<file path="config.mk">
export PLATFORM = sky130hd
export DESIGN_NAME = dual_slot_pwr_seq
export DESIGN_NICKNAME = d
export VERILOG_FILES = /design/src/rtl/pwr_seq_pkg.sv /design/src/rtl/pwr_seq_dp.sv /design/src/rtl/pwr_seq_ctrl.sv /design/src/rtl/dual_slot_pwr_seq.sv
export SDC_FILE = /design/constraint.sdc
export NUM_CORES = 1
export LEC_CHECK = 0
export BUFFER_PORTS_ARGS = -buffer_cell sky130_fd_sc_hd__buf_2
export CAP_MARGIN = 40
export CORE_MARGIN = 2
export CORE_UTILIZATION = 52
export DETAILED_ROUTE_END_ITERATION = 16
export HOLD_SLACK_MARGIN = 0.02
export PLACE_DENSITY = 0.74
export SYNTH_ARGS = -nofsm -noshare
export SYNTH_HDL_FRONTEND = slang
export SYNTH_SLANG_ARGS = --single-unit
</file>
<file path="constraint.sdc">
create_clock -name clk -period 2 [get_ports clk]
set_input_delay 0 -clock clk [delete_from_list [all_inputs] [get_ports clk]]
set_output_delay 0 -clock clk [all_outputs]
set_load 0.05 [all_outputs]
</file>
<file path="src/rtl/pwr_seq_pkg.sv">
package pwr_seq_pkg;
  // Strobes from the slot control logic to the counter datapath
  typedef struct packed {
    logic porHold;  // standby invalid: hold the power-on counter at zero
    logic filtRun;  // slow overcurrent present and honoured: run filter
  } slotStrobe_t;
endpackage

</file>
<file path="src/rtl/pwr_seq_dp.sv">
module pwr_seq_dp
  import pwr_seq_pkg::*;
#(
  parameter int NSLOT      = 2,
  parameter int POR_CYCLES = 25000,
  parameter int FILT_W     = 8
) (
  input  logic                    clk,
  input  logic                    rstN,
  input  slotStrobe_t [NSLOT-1:0] strobe,
  input  logic [FILT_W-1:0]       slowLimit,
  input  logic                    dieHot,
  input  logic                    otClr,
  output logic [NSLOT-1:0]        porDone,
  output logic [NSLOT-1:0]        slowExp,
  output logic                    dieHotSticky
);
  localparam int POR_W = $clog2(POR_CYCLES + 1);
  localparam logic [POR_W-1:0]  POR_MAX  = POR_W'(POR_CYCLES);
  localparam logic [FILT_W-1:0] FILT_SAT = '1;

  for (genvar s = 0; s < NSLOT; s++) begin : gSlot
    logic [POR_W-1:0]  porCnt;
    logic [FILT_W-1:0] slowCnt;

    always_ff @(posedge clk or negedge rstN) begin
      if (!rstN) begin
        porCnt <= '0;
      end else if (strobe[s].porHold) begin
        porCnt <= '0;
      end else if (porCnt != POR_MAX) begin
        porCnt <= porCnt + 1'b1;
      end
    end

    always_ff @(posedge clk or negedge rstN) begin
      if (!rstN) begin
        slowCnt <= '0;
      end else if (!strobe[s].filtRun) begin
        slowCnt <= '0;
      end else if (slowCnt != FILT_SAT) begin
        slowCnt <= slowCnt + 1'b1;
      end
    end

    assign porDone[s] = (porCnt == POR_MAX);
    assign slowExp[s] = strobe[s].filtRun && (slowCnt >= slowLimit);
  end

  always_ff @(posedge clk or negedge rstN) begin
    if (!rstN) begin
      dieHotSticky <= 1'b0;
    end else if (dieHot) begin
      dieHotSticky <= 1'b1;
    end else if (otClr) begin
      dieHotSticky <= 1'b0;
    end
  end
endmodule

</file>
<file path="src/rtl/pwr_seq_ctrl.sv">
module pwr_seq_ctrl
  import pwr_seq_pkg::*;
#(
  parameter int NSLOT = 2
) (
  input  logic                    clk,
  input  logic                    rstN,
  input  logic [NSLOT-1:0]        uvStby,
  input  logic [NSLOT-1:0]        uv12,
  input  logic [NSLOT-1:0]        uv3,
  input  logic [NSLOT-1:0]        ocFast,
  input  logic [NSLOT-1:0]        ocSlow,
  input  logic [NSLOT-1:0]        slotHot,
  input  logic                    dieHot,
  input  logic [NSLOT-1:0]        onReq,
  input  logic [NSLOT-1:0]        auxReq,
  input  logic [NSLOT-1:0]        forceOnN,
  input  logic [NSLOT-1:0]        forceMask,
  input  logic [NSLOT-1:0]        porDone,
  input  logic [NSLOT-1:0]        slowExp,
  output slotStrobe_t [NSLOT-1:0] strobe,
  output logic [NSLOT-1:0]        mainEn,
  output logic [NSLOT-1:0]        auxEn,
  output logic [NSLOT-1:0]        pgoodN,
  output logic [NSLOT-1:0]        faultN
);
  for (genvar s = 0; s < NSLOT; s++) begin : gSlot
    logic forceAct, forceOk, enReq, trip;
    logic latched, latchNxt, mainNxt, auxNxt, pgNxt, faultNxt;

    always_comb begin
      forceAct = !forceOnN[s] && !forceMask[s];
      forceOk  = forceAct && !uvStby[s];
      enReq    = onReq[s] || auxReq[s];
      trip     = !forceAct && enReq &&
                 (ocFast[s] || uv12[s] || uv3[s] || dieHot ||
                  (ocSlow[s] && slowExp[s]) ||
                  (ocSlow[s] && slotHot[s]));
      latchNxt = enReq ? (latched || trip) : 1'b0;
      mainNxt  = forceOk ||
                 (!forceAct && onReq[s] && !latchNxt && !uvStby[s]);
      auxNxt   = forceOk ||
                 (!forceAct && auxReq[s] && porDone[s] && !latchNxt && !uvStby[s]);
      pgNxt    = !forceAct && mainNxt && auxNxt && !uv12[s] && !uv3[s];
      faultNxt = !forceAct && latchNxt;
      strobe[s].porHold = uvStby[s];
      strobe[s].filtRun = ocSlow[s] && !forceAct;
    end

    always_ff @(posedge clk or negedge rstN) begin
      if (!rstN) begin
        latched   <= 1'b0;
        mainEn[s] <= 1'b0;
        auxEn[s]  <= 1'b0;
        pgoodN[s] <= 1'b1;
        faultN[s] <= 1'b1;
      end else begin
        latched   <= latchNxt;
        mainEn[s] <= mainNxt;
        auxEn[s]  <= auxNxt;
        pgoodN[s] <= !pgNxt;
        faultN[s] <= !faultNxt;
      end
    end
  end
endmodule

</file>
<file path="src/rtl/dual_slot_pwr_seq.sv">
module dual_slot_pwr_seq
  import pwr_seq_pkg::*;
#(
  parameter int NSLOT      = 2,
  parameter int POR_CYCLES = 25000,
  parameter int FILT_W     = 8
) (
  input  logic              clk,
  input  logic              rstN,
  input  logic [NSLOT-1:0]  uvStby,
  input  logic [NSLOT-1:0]  uv12,
  input  logic [NSLOT-1:0]  uv3,
  input  logic [NSLOT-1:0]  ocFast,
  input  logic [NSLOT-1:0]  ocSlow,
  input  logic [NSLOT-1:0]  slotHot,
  input  logic              dieHot,
  input  logic [NSLOT-1:0]  onReq,
  input  logic [NSLOT-1:0]  auxReq,
  input  logic [NSLOT-1:0]  forceOnN,
  input  logic [NSLOT-1:0]  forceMask,
  input  logic [FILT_W-1:0] slowLimit,
  input  logic              otClr,
  output logic [NSLOT-1:0]  mainEn,
  output logic [NSLOT-1:0]  auxEn,
  output logic [NSLOT-1:0]  pgoodN,
  output logic [NSLOT-1:0]  faultN,
  output logic              dieHotSticky
);
  slotStrobe_t [NSLOT-1:0] strobe;
  logic [NSLOT-1:0]        porDone;
  logic [NSLOT-1:0]        slowExp;

  pwr_seq_ctrl #(.NSLOT(NSLOT)) ctrl (
    .clk(clk), .rstN(rstN), .uvStby(uvStby), .uv12(uv12), .uv3(uv3),
    .ocFast(ocFast), .ocSlow(ocSlow), .slotHot(slotHot), .dieHot(dieHot),
    .onReq(onReq), .auxReq(auxReq), .forceOnN(forceOnN),
    .forceMask(forceMask), .porDone(porDone), .slowExp(slowExp),
    .strobe(strobe), .mainEn(mainEn), .auxEn(auxEn), .pgoodN(pgoodN),
    .faultN(faultN)
  );

  pwr_seq_dp #(.NSLOT(NSLOT), .POR_CYCLES(POR_CYCLES), .FILT_W(FILT_W)) dp (
    .clk(clk), .rstN(rstN), .strobe(strobe), .slowLimit(slowLimit),
    .dieHot(dieHot), .otClr(otClr), .porDone(porDone), .slowExp(slowExp),
    .dieHotSticky(dieHotSticky)
  );
endmodule

</file>
Word level (Yosys, flattened, before mapping)
Cells that the tools add are included.
- add/subtract/negate cells: 4
- $lt $le $gt $ge: 2
- equal/unequal tests: 8
- multiplexer cells: 12
- reductions and logical operators: 79
- operator list (kind ; count):
    $mux W15 ; 4
    $logic_and A1 B1 Y1 ; 40
    $mux W8 ; 4
    $add A15 B1 Y15 const B ; 2
    $eq A15 B15 Y1 const B ; 2
    $ne A15 B15 Y1 const B ; 2
    $logic_not A1 Y1 ; 18
    $logic_or A1 B1 Y1 ; 18
    $add A8 B1 Y8 const B ; 2
    $ge A8 B8 Y1 ; 2
    $ne A8 B8 Y1 const B ; 2
    $reduce_bool A2 Y1 ; 3
    $mux W1 ; 4
    $ne A2 B2 Y1 const B ; 2
- register bits: 57
- input bits: 32
- output and inout port bits: 9
- word-level logic and storage cells: 120

Logic depth before layout (Yosys ltp)
Gate-level depths: netlist of run 1.
- word-level depth: 20
- mapped depth: 7

Cells and area by module
A second synthesis of run 1 with hierarchy kept.
- cell total of the unflattened synthesis: 337
- area, all modules: 3215.6 sq um
- by module, submodules not included (module ; instances ; cells each ; area an instance (sq um)):
    pwr_seq_dp ; 1 ; 292 ; 2742.6
    pwr_seq_ctrl ; 1 ; 45 ; 473.0

Least setup slack after synthesis of run 1
Ideal clock, no wire load.
- path kind: register -> register
- start: register dp.gSlot[1].porCnt[0]
- end: register ctrl.pgoodN[1]
- library setup time: 0.094 ns
- arrival time: 1.796 ns
- slack: 0.109 ns
- stages on the path, launching flop included: 8
- path through: dfrtp_1 > inv_1 > ha_1 > and4bb_1 > nand4_1 > nor4_2 > nand2_1 > or4_1
- word-level cells in the longest chain between the ends: 9
- RTL lines (what ; line ; RTL):
    start, declared ; pwr_seq_dp.sv:23 ; logic [POR_W-1:0] porCnt;
    start signal, assigned ; pwr_seq_dp.sv:32 ; porCnt <= porCnt + 1'b1;
    $eq A15 B15 Y1 ; pwr_seq_dp.sv:46 ; assign porDone[s] = (porCnt == POR_MAX);
    $logic_and A1 B1 Y1 (3 in series) ; pwr_seq_ctrl.sv:43 ; (!forceAct && auxReq[s] && porDone[s] && !latchNxt && !uvStby[s]);
    $logic_or A1 B1 Y1 ; pwr_seq_ctrl.sv:42 ; auxNxt = forceOk ||
    $logic_and A1 B1 Y1 (3 in series) ; pwr_seq_ctrl.sv:44 ; pgNxt = !forceAct && mainNxt && auxNxt && !uv12[s] && !uv3[s];
    $logic_not A1 Y1 ; pwr_seq_ctrl.sv:61 ; pgoodN[s] <= !pgNxt;
    end signal, assigned by index ; pwr_seq_ctrl.sv:61 ;
    end, declared ; pwr_seq_ctrl.sv:24 ; output logic [NSLOT-1:0] pgoodN,
Every way passes these cells.
A chain may end at the register's enable or synchronous reset.

Worst setup path after layout of run 1
Ends and elaborated chain as after synthesis.

==> results of run 1 <==
-- cell families after synthesis --
group           Yosys count  synth area share [%]
compound gates           51                 10.13
mux                       5                 1.582
xor+xnor                 25                 6.922
flops                    57                 45.25
simple gates            149                 25.04
fa+ha+maj                22                 8.702
buf+inv                  20                 2.373
-- final timing paths --
path / startpoint / end / slack, ns / depth (start not counted)
setup reg to reg: dp.gSlot[1].porCnt[0] / ctrl.pgoodN[1] / 0.07 / 7
setup / recovery: dp.gSlot[1].porCnt[0] / ctrl.pgoodN[1] / 0.07 / 7
max in group asynchronous: rstN / ctrl.faultN[0] / 1.10 / 3
hold / removal: uvStby[0] / dp.gSlot[0].porCnt[0] / 0.04 / 2
hold reg to reg: dp.gSlot[0].porCnt[14] / dp.gSlot[0].porCnt[14] / 0.56 / 2
min in group asynchronous: rstN / dp.gSlot[1].slowCnt[2] / 0.24 / 2
-- report_power, final --
group,total [mW],switching [mW],internal (mW),leakage (nW)
sequential,1.20,0.0197,1.18,0.762
combinational,0.285,0.166,0.119,0.993
clock,1.14,0.440,0.703,0.112
total,2.63,0.626,2.01,1.87
-- metal layers --
layer  up-vias  track usage (%)  wire length (µm)
met4         0            8.500                93
met2        54            37.80              3351
li1       1317                -                 -
met1      1234            29.13              3179
met3        11            5.495               302
met5         -                0                 0
-- timing repair --
action / CTS / global route
endpoints found under the setup margin: 0 / 5
resized for setup: 0 / 4
setup buffers: 0 / 4
hold buffers: 13 / 0
endpoints found under the hold margin: 38 / 0
-- layout make-up --
cell class / instances / share of cell area [%]
multi-input combinational: 252 / 42.53
clock inverter: 2 / 0.8914
inverter: 15 / 1.433
clock buffer: 13 / 4.553
tap: 75 / 2.388
sequential: 57 / 36.42
timing repair buffer: 69 / 11.78
-- synthesized netlist by cell type (all sizes together) --
library cell  instances
nand3b                1
nor2                 47
ha                   22
o21ai                14
and2                  2
a211oi                3
nor3b                 1
o21a                  1
nand2b                8
xnor2                 7
and3b                 1
a2111o                1
or3                   5
mux2i                 5
and4                  4
o211ai                4
nor4                  3
nand3                18
a311oi                2
dfstp                 4
o22ai                 1
a41o                  2
a21o                  2
or4                   5
or2                   4
a21oi                16
a31oi                 3
dfrtp                53
nand4                10
nor2b                 2
nor4b                 1
nand2                24
nor3                  4
and3                  7
clkbuf                5
inv                  15
or3b                  1
xor2                 18
a211o                 2
and4bb                1
-- per-stage QoR --
step,util (%),total power [mW],worst slack [ns]
4_1_cts,66.01,2.651,0.06275
5_1_grt,66.77,2.753,-0.03005
3_5_place_dp,60.16,1.485,0.07645
3_3_place_gp,60.16,1.476,0.1071
2_1_floorplan,-,1.365,0.1094
6_report,66.77,2.631,0.07468
-- registers in the layout (all words and copies together) (netlist names) --
| name | count |
|---|---|
| ctrl.auxEn | 2 |
| ctrl.faultN | 2 |
| ctrl.gSlot.latched | 2 |
| ctrl.mainEn | 2 |
| ctrl.pgoodN | 2 |
| dp.dieHotSticky | 1 |
| dp.gSlot.porCnt | 30 |
| dp.gSlot.slowCnt | 16 |
-- worst max-delay path: stages, from the launching register on --
cell and delay (ns):
sky130_fd_sc_hd__dfrtp_1 0.38, sky130_fd_sc_hd__inv_1 0.06, sky130_fd_sc_hd__ha_1 0.14, sky130_fd_sc_hd__and4bb_1 0.20
sky130_fd_sc_hd__nand4_1 0.15, sky130_fd_sc_hd__nor4_2 0.34, sky130_fd_sc_hd__nand2_1 0.10, sky130_fd_sc_hd__or4_1 0.47
==> impl_summary.log, run 1 <==
INFO  metric outcome = completed
INFO  metric drive_above_1_share = a little over a fifth
INFO  metric distinct_cell_type_count_after_synthesis = between 40 and 50
INFO  metric core_area = about 5900 µm²
INFO  metric yosys_synthesis_warning_count = 0
INFO  metric worst_setup_path_end_kind = flip-flop
INFO  metric grt_start_max_net_pins = 31
INFO  metric start_kind = flip-flop
INFO  metric drt-initial-drc-count = ~130
INFO  metric ant_nets = 0
INFO  metric max-clock-path-buffers = 2
INFO  metric finClkSkew = between 0.004 and 0.005 ns
INFO  metric dr_total_vias = 2616
INFO  metric min_clock_period_post_route = around 1.9 ns
INFO  metric vias_per_cell = 5.416
INFO  metric grt_remaining_overflow = 0
INFO  metric floorplan.die.height = roughly 82 µm
INFO  metric drt_first_pass_iters = 4
INFO  metric setup_viol = 0
INFO  metric p_per_area = around 670 nW/µm²
INFO  metric power.leakage = between 1.5 and 2 nW
INFO  metric floorplan.initialDensity = around 54%
INFO  metric h-tree-depth = 3
INFO  metric area_enclosed_by_the_die_boundary = slightly below 7000 µm²
INFO  metric cts.clk_slew.worst_paths = roughly 0.070 ns
INFO  metric netlist_area = around 3200 µm²
INFO  metric top_level_ports = slightly above 40
INFO  metric maxCapViolCount = 0
INFO  metric setup-tns-final = 0 ns
INFO  metric netlist.area_leader.share = a little over two fifths
INFO  metric insertedDiodeCount = 0
INFO  metric most_common_cell_after_layout_fill_and_taps_aside = sky130_fd_sc_hd__dfrtp_1
INFO  metric floorplan.die.width = around 82 µm
INFO  metric relSlewSlack = around 56%
INFO  metric final.period_utilization = between 90% and 100%
INFO  metric syn_area_per_cell = 9.614 µm²
INFO  metric finalHoldViolations = 0
INFO  metric multi_input_area = about 1700 µm²
INFO  metric syn_inst = roughly 330
INFO  metric critPathKind = reg2reg
INFO  metric hold_path_class = in2reg
INFO  metric grt_setup_unrepaired = true
INFO  metric drt-total-wl = roughly 7000 µm
INFO  metric n_fill_cell = between 400 and 500
INFO  metric insertion_delay = around 0.33 ns
INFO  metric critical_path_fanout_max = 2
INFO  metric areaGrowthSynthToFinish = 24.25%
INFO  metric cp_data_arrival_time = between 2 and 2.5 ns
INFO  metric portBuffers = 40
INFO  metric gp_routability_congestion = about 0.84
INFO  metric worst-slew-pin-transition = 0.6598 ns
INFO  metric cts_tree = built
INFO  metric first_global_vias = about 2500
INFO  metric fmax = a little over 500 MHz
INFO  metric cp_data_required_time = between 2 and 2.5 ns
INFO  metric detailedPlacementHpwl = between 4000 and 5000 µm
INFO  metric synth-seq-area-share = between 40% and 50%
INFO  metric final_cell_area = 3930 µm²
INFO  metric main_area_contributors_after_synthesis = sky130_fd_sc_hd__dfrtp_1, sky130_fd_sc_hd__ha_1, sky130_fd_sc_hd__nor2_1
INFO  metric grt_first_pass_wirelength = 11590 µm
INFO  metric most-common-layout-cells = sky130_fd_sc_hd__dfrtp_1, sky130_fd_sc_hd__nor2_1, sky130_fd_sc_hd__buf_2
INFO  metric clock_tree_sinks = 57
INFO  metric grt_antenna_before_repair = 0
INFO  metric syn-num-nets = between 300 and 400
INFO  metric synth_top_area_cell = sky130_fd_sc_hd__dfrtp_1
INFO  metric cts_inserted_buffers = 9
INFO  metric detailed_place.area = 3541 µm²
INFO  metric hold_slack = between 0.04 and 0.05 ns
INFO  metric layout.nets = around 460
INFO  metric power.ir.vdd_worst = 0.4391 mV
INFO  metric timing.final.max_slew_violations = 0
INFO  metric grtUsageTotal = between 20% and 30%
INFO  metric dp_cells = around 450
INFO  metric layoutNonFillerInstCount = 483
INFO  metric total_area_of_sequential_cells = approximately 1400 µm²
INFO  metric synth.ff_latch_count = between 50 and 60
INFO  metric floorplan.rows = 28
INFO  metric drt_drc_violations_left = 0
INFO  metric clock_tree_root = sky130_fd_sc_hd__clkbuf_8
INFO  metric routed_wire_length_per_instance = about 14 µm
No activity file was read; power rests on OpenSTA's default activity.
==> run 2: changes to the inputs <==
- CAP_MARGIN: 40 -> 20
- RECOVER_POWER: unset -> 100
==> run 2 against run 1 <==
The flow now finishes with violations (max-capacitance violations, max-slew violations). Combinational power decreased by 2%. First-iteration DRC count rose by 0.76%. Clock skew hardly changed. Power down 0.17%. Critical path depth unchanged. Design area decreased by 0.60%. Highest routed layer unchanged.
==> impl_summary.log, run 2 (same netlist as run 1, synthesis figures left out) <==
INFO  metric outcome = finished, violations left
INFO  metric violations_in_the_final_reports = max-capacitance violations, max-slew violations
INFO  metric insertedDiodeCount = 0
INFO  metric placement.setup.worst_slack = 0.07645 ns
INFO  metric grt_antenna_before_repair = 0
INFO  metric p_switching = between 600 and 700 µW
INFO  metric largestRegisters = dp.gSlot.porCnt x30, dp.gSlot.slowCnt x16
INFO  metric cp_data_required_time = 2.25 ns
INFO  metric p_sw_share = 23.90%
INFO  metric worst-slew-pin-transition = between 1.5 and 2 ns
INFO  metric finalHoldViolations = 0
INFO  metric start_kind = flip-flop
INFO  metric grt_remaining_overflow = 0
INFO  metric clock_tree_sinks = 57
INFO  metric areaGrowthSynthToFinish = 23.50%
INFO  metric power.ir.vdd_worst = roughly 0.44 mV
INFO  metric path_cells = inv_1 -> ha_1 -> and4bb_1 -> nand4_1 -> nor4_2 -> nand2_1 -> or4_1
INFO  metric min_clock_period_post_route = approximately 1.9 ns
INFO  metric setup_ws = between 0.07 and 0.08 ns
INFO  metric detailed_place.area = between 3000 and 4000 µm²
INFO  metric most-common-layout-cells = sky130_fd_sc_hd__dfrtp_1, sky130_fd_sc_hd__nor2_1, sky130_fd_sc_hd__buf_2
INFO  metric grt_setup_unrepaired = true
INFO  metric critPathTopFamily = simple AND/OR/NAND/NOR gates
INFO  metric hold_path_class = in2reg
INFO  metric floorplan.die.width = 81.99 µm
INFO  metric share_clk_of_total_power = 43.6%
INFO  metric totalPowerFinal = 2.627 mW
INFO  metric regMostFlops = dp.gSlot.porCnt
INFO  metric critPathKind = reg2reg
INFO  metric setup-tns-final = 0 ns
INFO  metric power_report.internal_total = approximately 2.0 mW
INFO  metric cts_inserted_buffers = 9
INFO  metric clock_tree_root = sky130_fd_sc_hd__clkbuf_8
INFO  metric largest_register_ffs = 30
INFO  metric grtUsageTotal = between 20% and 30%
INFO  metric n_fill_cell = around 490
INFO  metric first_global_vias = roughly 2500
INFO  metric final.period_utilization = a little over nine tenths
INFO  metric maxCapViolCount = 1
INFO  metric grt_first_pass_wirelength = approximately 12000 µm
INFO  metric cp_data_arrival_time = roughly 2.2 ns
INFO  metric most_common_cell_after_layout_fill_and_taps_aside = sky130_fd_sc_hd__dfrtp_1
INFO  metric ant_nets = 0
INFO  metric grt_start_max_net_pins = 31
INFO  metric floorplan.rows = 28
INFO  metric detailedPlacementHpwl = a little under 5000 µm
INFO  metric vias_per_cell = roughly 5.4
INFO  metric p_per_area = around 670 nW/µm²
INFO  metric power.leakage = about 1.8 nW
INFO  metric portBuffers = 40
INFO  metric drive_above_1_share = a little under a fifth
INFO  metric area_enclosed_by_the_die_boundary = ~6700 µm²
INFO  metric power.share.combinational = a little over a tenth
INFO  metric core_area = just under 6000 µm²
INFO  metric finClkSkew = between 0.004 and 0.005 ns
INFO  metric cts.clk_slew.worst_paths = roughly 0.07 ns
INFO  metric floorplan.initialDensity = approximately 54%
INFO  metric crit_path_top_delay_cell = sky130_fd_sc_hd__or4_1
INFO  metric cts_tree = built
INFO  metric drt-initial-drc-count = between 100 and 150
INFO  metric worst_setup_path_end_kind = flip-flop
INFO  metric dp_cells = 451
INFO  metric drt_first_pass_iters = 4
INFO  metric critPathBufInv = 1
INFO  metric max-clock-path-buffers = 2
INFO  metric timing.final.max_slew_violations = 28
INFO  metric layoutNonFillerInstCount = ~480
INFO  metric routed_wire_length_per_instance = between 10 and 15 µm
INFO  metric critical_path_fanout_max = 2
INFO  metric layout.nets = 458
INFO  metric timing.critical_path.slowest_cell_delay = between 0.4 and 0.5 ns
INFO  metric setup_viol = 0
INFO  metric top_level_ports = 41
INFO  metric h-tree-depth = 3
INFO  metric seqPwrFrac = a little under half
INFO  metric drt-total-wl = approximately 6900 µm
INFO  metric insertion_delay = around 0.33 ns
INFO  metric final_cell_area = just under 4000 µm²
INFO  metric dr_total_vias = 2623
INFO  metric gp_routability_congestion = around 0.84
INFO  metric drt_drc_violations_left = 0
INFO  metric floorplan.die.height = ~82 µm
INFO  metric relSlewSlack = -5.995%
INFO  metric fmax = about 520 MHz
-- run 2: cell count changes in the layout (fill, tap and decap cells not counted) --
cell	change
sky130_fd_sc_hd__buf_2	-10
sky130_fd_sc_hd__and2_1	-1
sky130_fd_sc_hd__and2_0	+1
sky130_fd_sc_hd__buf_4	-3
sky130_fd_sc_hd__clkbuf_1	+13
-- run 2: what timing repair did --
item	in CTS	in global routing
hold buffers	13	0
endpoints found under the hold margin	38	0
resized for setup	0	4
endpoints found under the setup margin	0	5
setup buffers	0	4
-- run 2: metrics by stage --
stage                     hold slack (ns)  utilization [%]
after floorplan                   -0.2956                -
after global placement            0.06235            60.16
after detailed placement          0.06869            60.16
after CTS                         0.02897            66.01
after global routing              0.05186            66.37
final                             0.03910            66.37
-- run 2: worst paths after layout --
| path | depth (start not counted) | from | end | slack [ns] |
|---|---|---|---|---|
| worst min-delay path | 2 | uvStby[0] | dp.gSlot[0].porCnt[0] | 0.04 |
| worst max-delay path | 7 | dp.gSlot[1].porCnt[0] | ctrl.pgoodN[1] | 0.08 |
| worst min register to register | 2 | dp.gSlot[0].porCnt[14] | dp.gSlot[0].porCnt[14] | 0.56 |
| worst max register to register | 7 | dp.gSlot[1].porCnt[0] | ctrl.pgoodN[1] | 0.08 |
| min in group asynchronous | 2 | rstN | dp.gSlot[1].slowCnt[2] | 0.60 |
| max in group asynchronous | 3 | rstN | ctrl.faultN[0] | 0.47 |
-- run 2: metal layers --
metal	vias to the layer above	track usage, %	wire length [µm]
met5	-	0	0
met4	0	8.500	93
met3	11	5.495	333
met2	59	37.80	3368
met1	1235	29.13	3143
li1	1318	-	-
-- run 2: final cells by class --
cell class	count	area [µm²]	area share, %
Clock inverter	2	35.03	0.8969
Sequential cell	57	1431	36.64
Clock buffer	13	178.9	4.580
Tap cell	75	93.84	2.402
Timing Repair Buffer	69	439.2	11.24
Multi-Input combinational cell	252	1672	42.79
Inverter	15	56.30	1.441
-- run 2: power by group through the flow --
stage	clock [mW]	combinational, mW	sequential (mW)
final	1.14	0.279	1.20
after detailed placement	0	0.261	1.22
after global placement	0	0.254	1.22
after CTS	1.17	0.282	1.20
after global routing	1.23	0.314	1.21
after floorplan	0	0.111	1.25
==> run 3: changes to the inputs <==
- BUFFER_PORTS_ARGS: -buffer_cell sky130_fd_sc_hd__buf_2 -> -buffer_cell sky130_fd_sc_hd__buf_4
- CELL_PAD_IN_SITES_DETAIL_PLACEMENT: unset -> 1
- CELL_PAD_IN_SITES_GLOBAL_PLACEMENT: unset -> 1
- CORE_UTILIZATION: 52 -> 40
- PLACE_DENSITY: 0.74 -> 0.73
==> run 3 against run 2 <==
The run now ends clean. Global-route usage down 2.2 points. Sequential power about the same. Utilization down 14 points. Non-clock buffer count unchanged. Via count up 3.0%. Power down 2.9%. Critical path type unchanged. Largest cell class unchanged. Largest power group unchanged. Highest routed layer unchanged.
==> impl_summary.log, run 3 (same netlist as run 1, synthesis figures left out) <==
INFO  metric outcome = completed
INFO  metric grt_setup_unrepaired = true
INFO  metric most-common-layout-cells = sky130_fd_sc_hd__dfrtp_1, sky130_fd_sc_hd__nor2_1, sky130_fd_sc_hd__buf_4
INFO  metric clock_tree_root = sky130_fd_sc_hd__clkbuf_8
INFO  metric cts.clk_slew.worst_paths = roughly 0.060 ns
INFO  metric cp_data_required_time = between 2 and 2.5 ns
INFO  metric largest_register_ffs = 30
INFO  metric finClkSkew = between 0.01 and 0.015 ns
INFO  metric totalPowerFinal = about 2.6 mW
INFO  metric setup_viol = 0
INFO  metric power.ir.vdd_worst = ~0.37 mV
INFO  metric detailedPlacementHpwl = around 6000 µm
INFO  metric maxCapViolCount = 0
INFO  metric power.leakage = 1.850 nW
INFO  metric max-clock-path-buffers = 2
INFO  metric floorplan.die.height = between 90 and 100 µm
INFO  metric min_clock_period_post_route = just under 2 ns
INFO  metric areaGrowthSynthToFinish = 26.42%
INFO  metric timing.final.max_slew_violations = 0
INFO  metric worst-slew-pin-transition = between 1 and 1.5 ns
INFO  metric critPathKind = reg2reg
INFO  metric worstHoldEndpoint = ctrl.faultN[1]
INFO  metric hold_path_class = in2reg
INFO  metric regMostFlops = dp.gSlot.porCnt
INFO  metric top_level_ports = 41
INFO  metric total_area_of_sequential_cells = approximately 1400 µm²
INFO  metric largestRegisters = dp.gSlot.porCnt x30, dp.gSlot.slowCnt x16
INFO  metric grt_start_max_net_pins = 58
INFO  metric crit-reg2reg-capture = dp.gSlot[1].porCnt[8]
INFO  metric drt-total-wl = ~8200 µm
INFO  metric crit_path_top_delay_cell = sky130_fd_sc_hd__or4_4
INFO  metric vias_per_cell = 5.288
INFO  metric n_fill_cell = 916
INFO  metric cts_inserted_buffers = 9
INFO  metric first_global_vias = ~2900
INFO  metric grt_first_pass_wirelength = ~14000 µm
INFO  metric drt-initial-drc-count = a little over 40
INFO  metric power_report.internal_total = 1.902 mW
INFO  metric layout.nets = 458
INFO  metric hold_slack = approximately 0.055 ns
INFO  metric worst-r2r-cell-count = 7
INFO  metric clock_tree_sinks = 57
INFO  metric share_clk_of_total_power = around 41%
INFO  metric relSlewSlack = ~2.8%
INFO  metric path_cells = inv_1 -> ha_2 -> and4bb_1 -> nand4_1 -> or4_4 -> and4_4 -> nor3_2
INFO  metric setup-tns-final = 0 ns
INFO  metric drt_drc_violations_left = 0
INFO  metric p_per_area = 637.8 nW/µm²
INFO  metric portBuffers = 40
INFO  metric power.share.combinational = between 10% and 20%
INFO  metric core_area = roughly 7700 µm²
INFO  metric seqPwrFrac = around 47%
INFO  metric reg2reg_setup_slack = between 0.05 and 0.06 ns
INFO  metric drt_first_pass_iters = 4
INFO  metric finalHoldViolations = 0
INFO  metric grt_antenna_before_repair = 0
INFO  metric floorplan.initialDensity = 41.15%
INFO  metric area_enclosed_by_the_die_boundary = about 8600 µm²
INFO  metric rr_startpoint = dp.gSlot[1].porCnt[0]
INFO  metric worst_hold_path.num_cells = 4
INFO  metric floorplan.rows = 32
INFO  metric holdCritStartpoint = ocSlow[1]
INFO  metric floorplan.die.width = between 90 and 100 µm
INFO  metric routed_wire_length_per_instance = roughly 16 µm
INFO  metric drive_above_1_share = roughly a fifth
INFO  metric dr_total_vias = 2702
INFO  metric p_sw_share = between 20% and 30%
INFO  metric p_switching = 648.1 µW
INFO  metric gp_routability_congestion = 0.7607
INFO  metric insertion_delay = between 0.3 and 0.4 ns
INFO  metric worst_setup_path_end_kind = flip-flop
INFO  metric most_common_cell_after_layout_fill_and_taps_aside = sky130_fd_sc_hd__dfrtp_1
INFO  metric h-tree-depth = 3
INFO  metric cts_tree = built
INFO  metric final.period_utilization = a little over nine tenths
INFO  metric grt_remaining_overflow = 0
INFO  metric ant_nets = 0
INFO  metric critical_path_fanout_max = 4
INFO  metric multi_input_area = ~1700 µm²
INFO  metric cp_data_arrival_time = between 2 and 2.5 ns
INFO  metric grtUsageTotal = approximately a fifth
INFO  metric timing.critical_path.slowest_cell_delay = just under 0.6 ns
INFO  metric insertedDiodeCount = 0
INFO  metric start_kind = flip-flop
INFO  metric fmax = around 500 MHz
==> run 3: changes by cell type in the layout (fill, tap and decap cells not counted), sizes merged <==
| cell | previous run | this run |
|---|---|---|
| clkbuf | 26 | 25 |
| dlygate4sd3 | 13 | 16 |
| buf | 43 | 42 |
| bufinv | 1 | 0 |
| clkinv | 1 | 2 |
==> run 3: final cells by class <==
| type | instances | area share [%] |
|---|---|---|
| sequential | 57 | 35.79 |
| tap | 102 | 3.191 |
| clock buffer | 14 | 4.568 |
| clock inverter | 2 | 0.2503 |
| inverter | 15 | 1.408 |
| multi-input combinational | 252 | 41.83 |
| timing repair buffer | 69 | 12.95 |
==> run 3: per-stage QoR <==
step,utilization (%),instances,area (µm²),setup WS (ns)
after floorplan,-,329,3163,0.1094
after global placement,47.54,477,3655,0.1199
after detailed placement,47.54,477,3655,0.06127
after CTS,52.13,509,4008,0.005594
after global routing,52.02,511,3999,-0.08133
final,52.02,511,3999,0.05799
==> run 3: worst max-delay path by stage <==
stage | from | end | slack [ns] | cells past startpoint
global placement | dp.gSlot[0].slowCnt[0] | ctrl.mainEn[0] | 0.12 | 7
global route | dp.gSlot[1].porCnt[0] | dp.gSlot[1].porCnt[8] | -0.08 | 7
finish | dp.gSlot[1].porCnt[0] | dp.gSlot[1].porCnt[8] | 0.06 | 7
detailed placement | dp.gSlot[1].slowCnt[7] | ctrl.pgoodN[1] | 0.06 | 6
CTS | dp.gSlot[1].porCnt[0] | dp.gSlot[1].porCnt[8] | 0.006 | 7
floorplan | dp.gSlot[1].porCnt[0] | ctrl.pgoodN[1] | 0.11 | 7
==> run 3: worst max-delay path, delay by kind of cell (launching register included) <==
kind,cells,cell delay [ns]
flops,1,0.38
fa+ha+maj,1,0.18
simple gates,5,1.25
buf+inv,1,0.07
==> run 3: what timing repair did <==
| item | CTS | global route |
|---|---|---|
| hold buffers | 16 | 0 |
| gates resized for setup | 0 | 5 |
| hold endpoints to repair | 95 | 0 |
| buffers inserted | 0 | 2 |
| pin swaps | 1 | 12 |
| setup endpoints to repair | 1 | 9 |
==> run 3: power by group through the flow <==
stage,clock network [mW],logic [mW],registers [mW]
after floorplan,0,0.111,1.25
after global placement,0,0.278,1.22
after detailed placement,0,0.288,1.23
after CTS,1.07,0.316,1.20
after global routing,1.12,0.348,1.21
final,1.03,0.311,1.20
==> run 3: metal layers <==
layer / share of wire (%) / routed length, µm / vias to the layer above / track usage (%)
met2: 50 / 4091 / 31 / 35.69
li1: - / - / 1314 / -
met1: 46 / 3777 / 1344 / 25.64
met5: 0 / 0 / - / 0
met4: 2.0 / 163 / 0 / 8.701
met3: 2.5 / 206 / 13 / 3.417
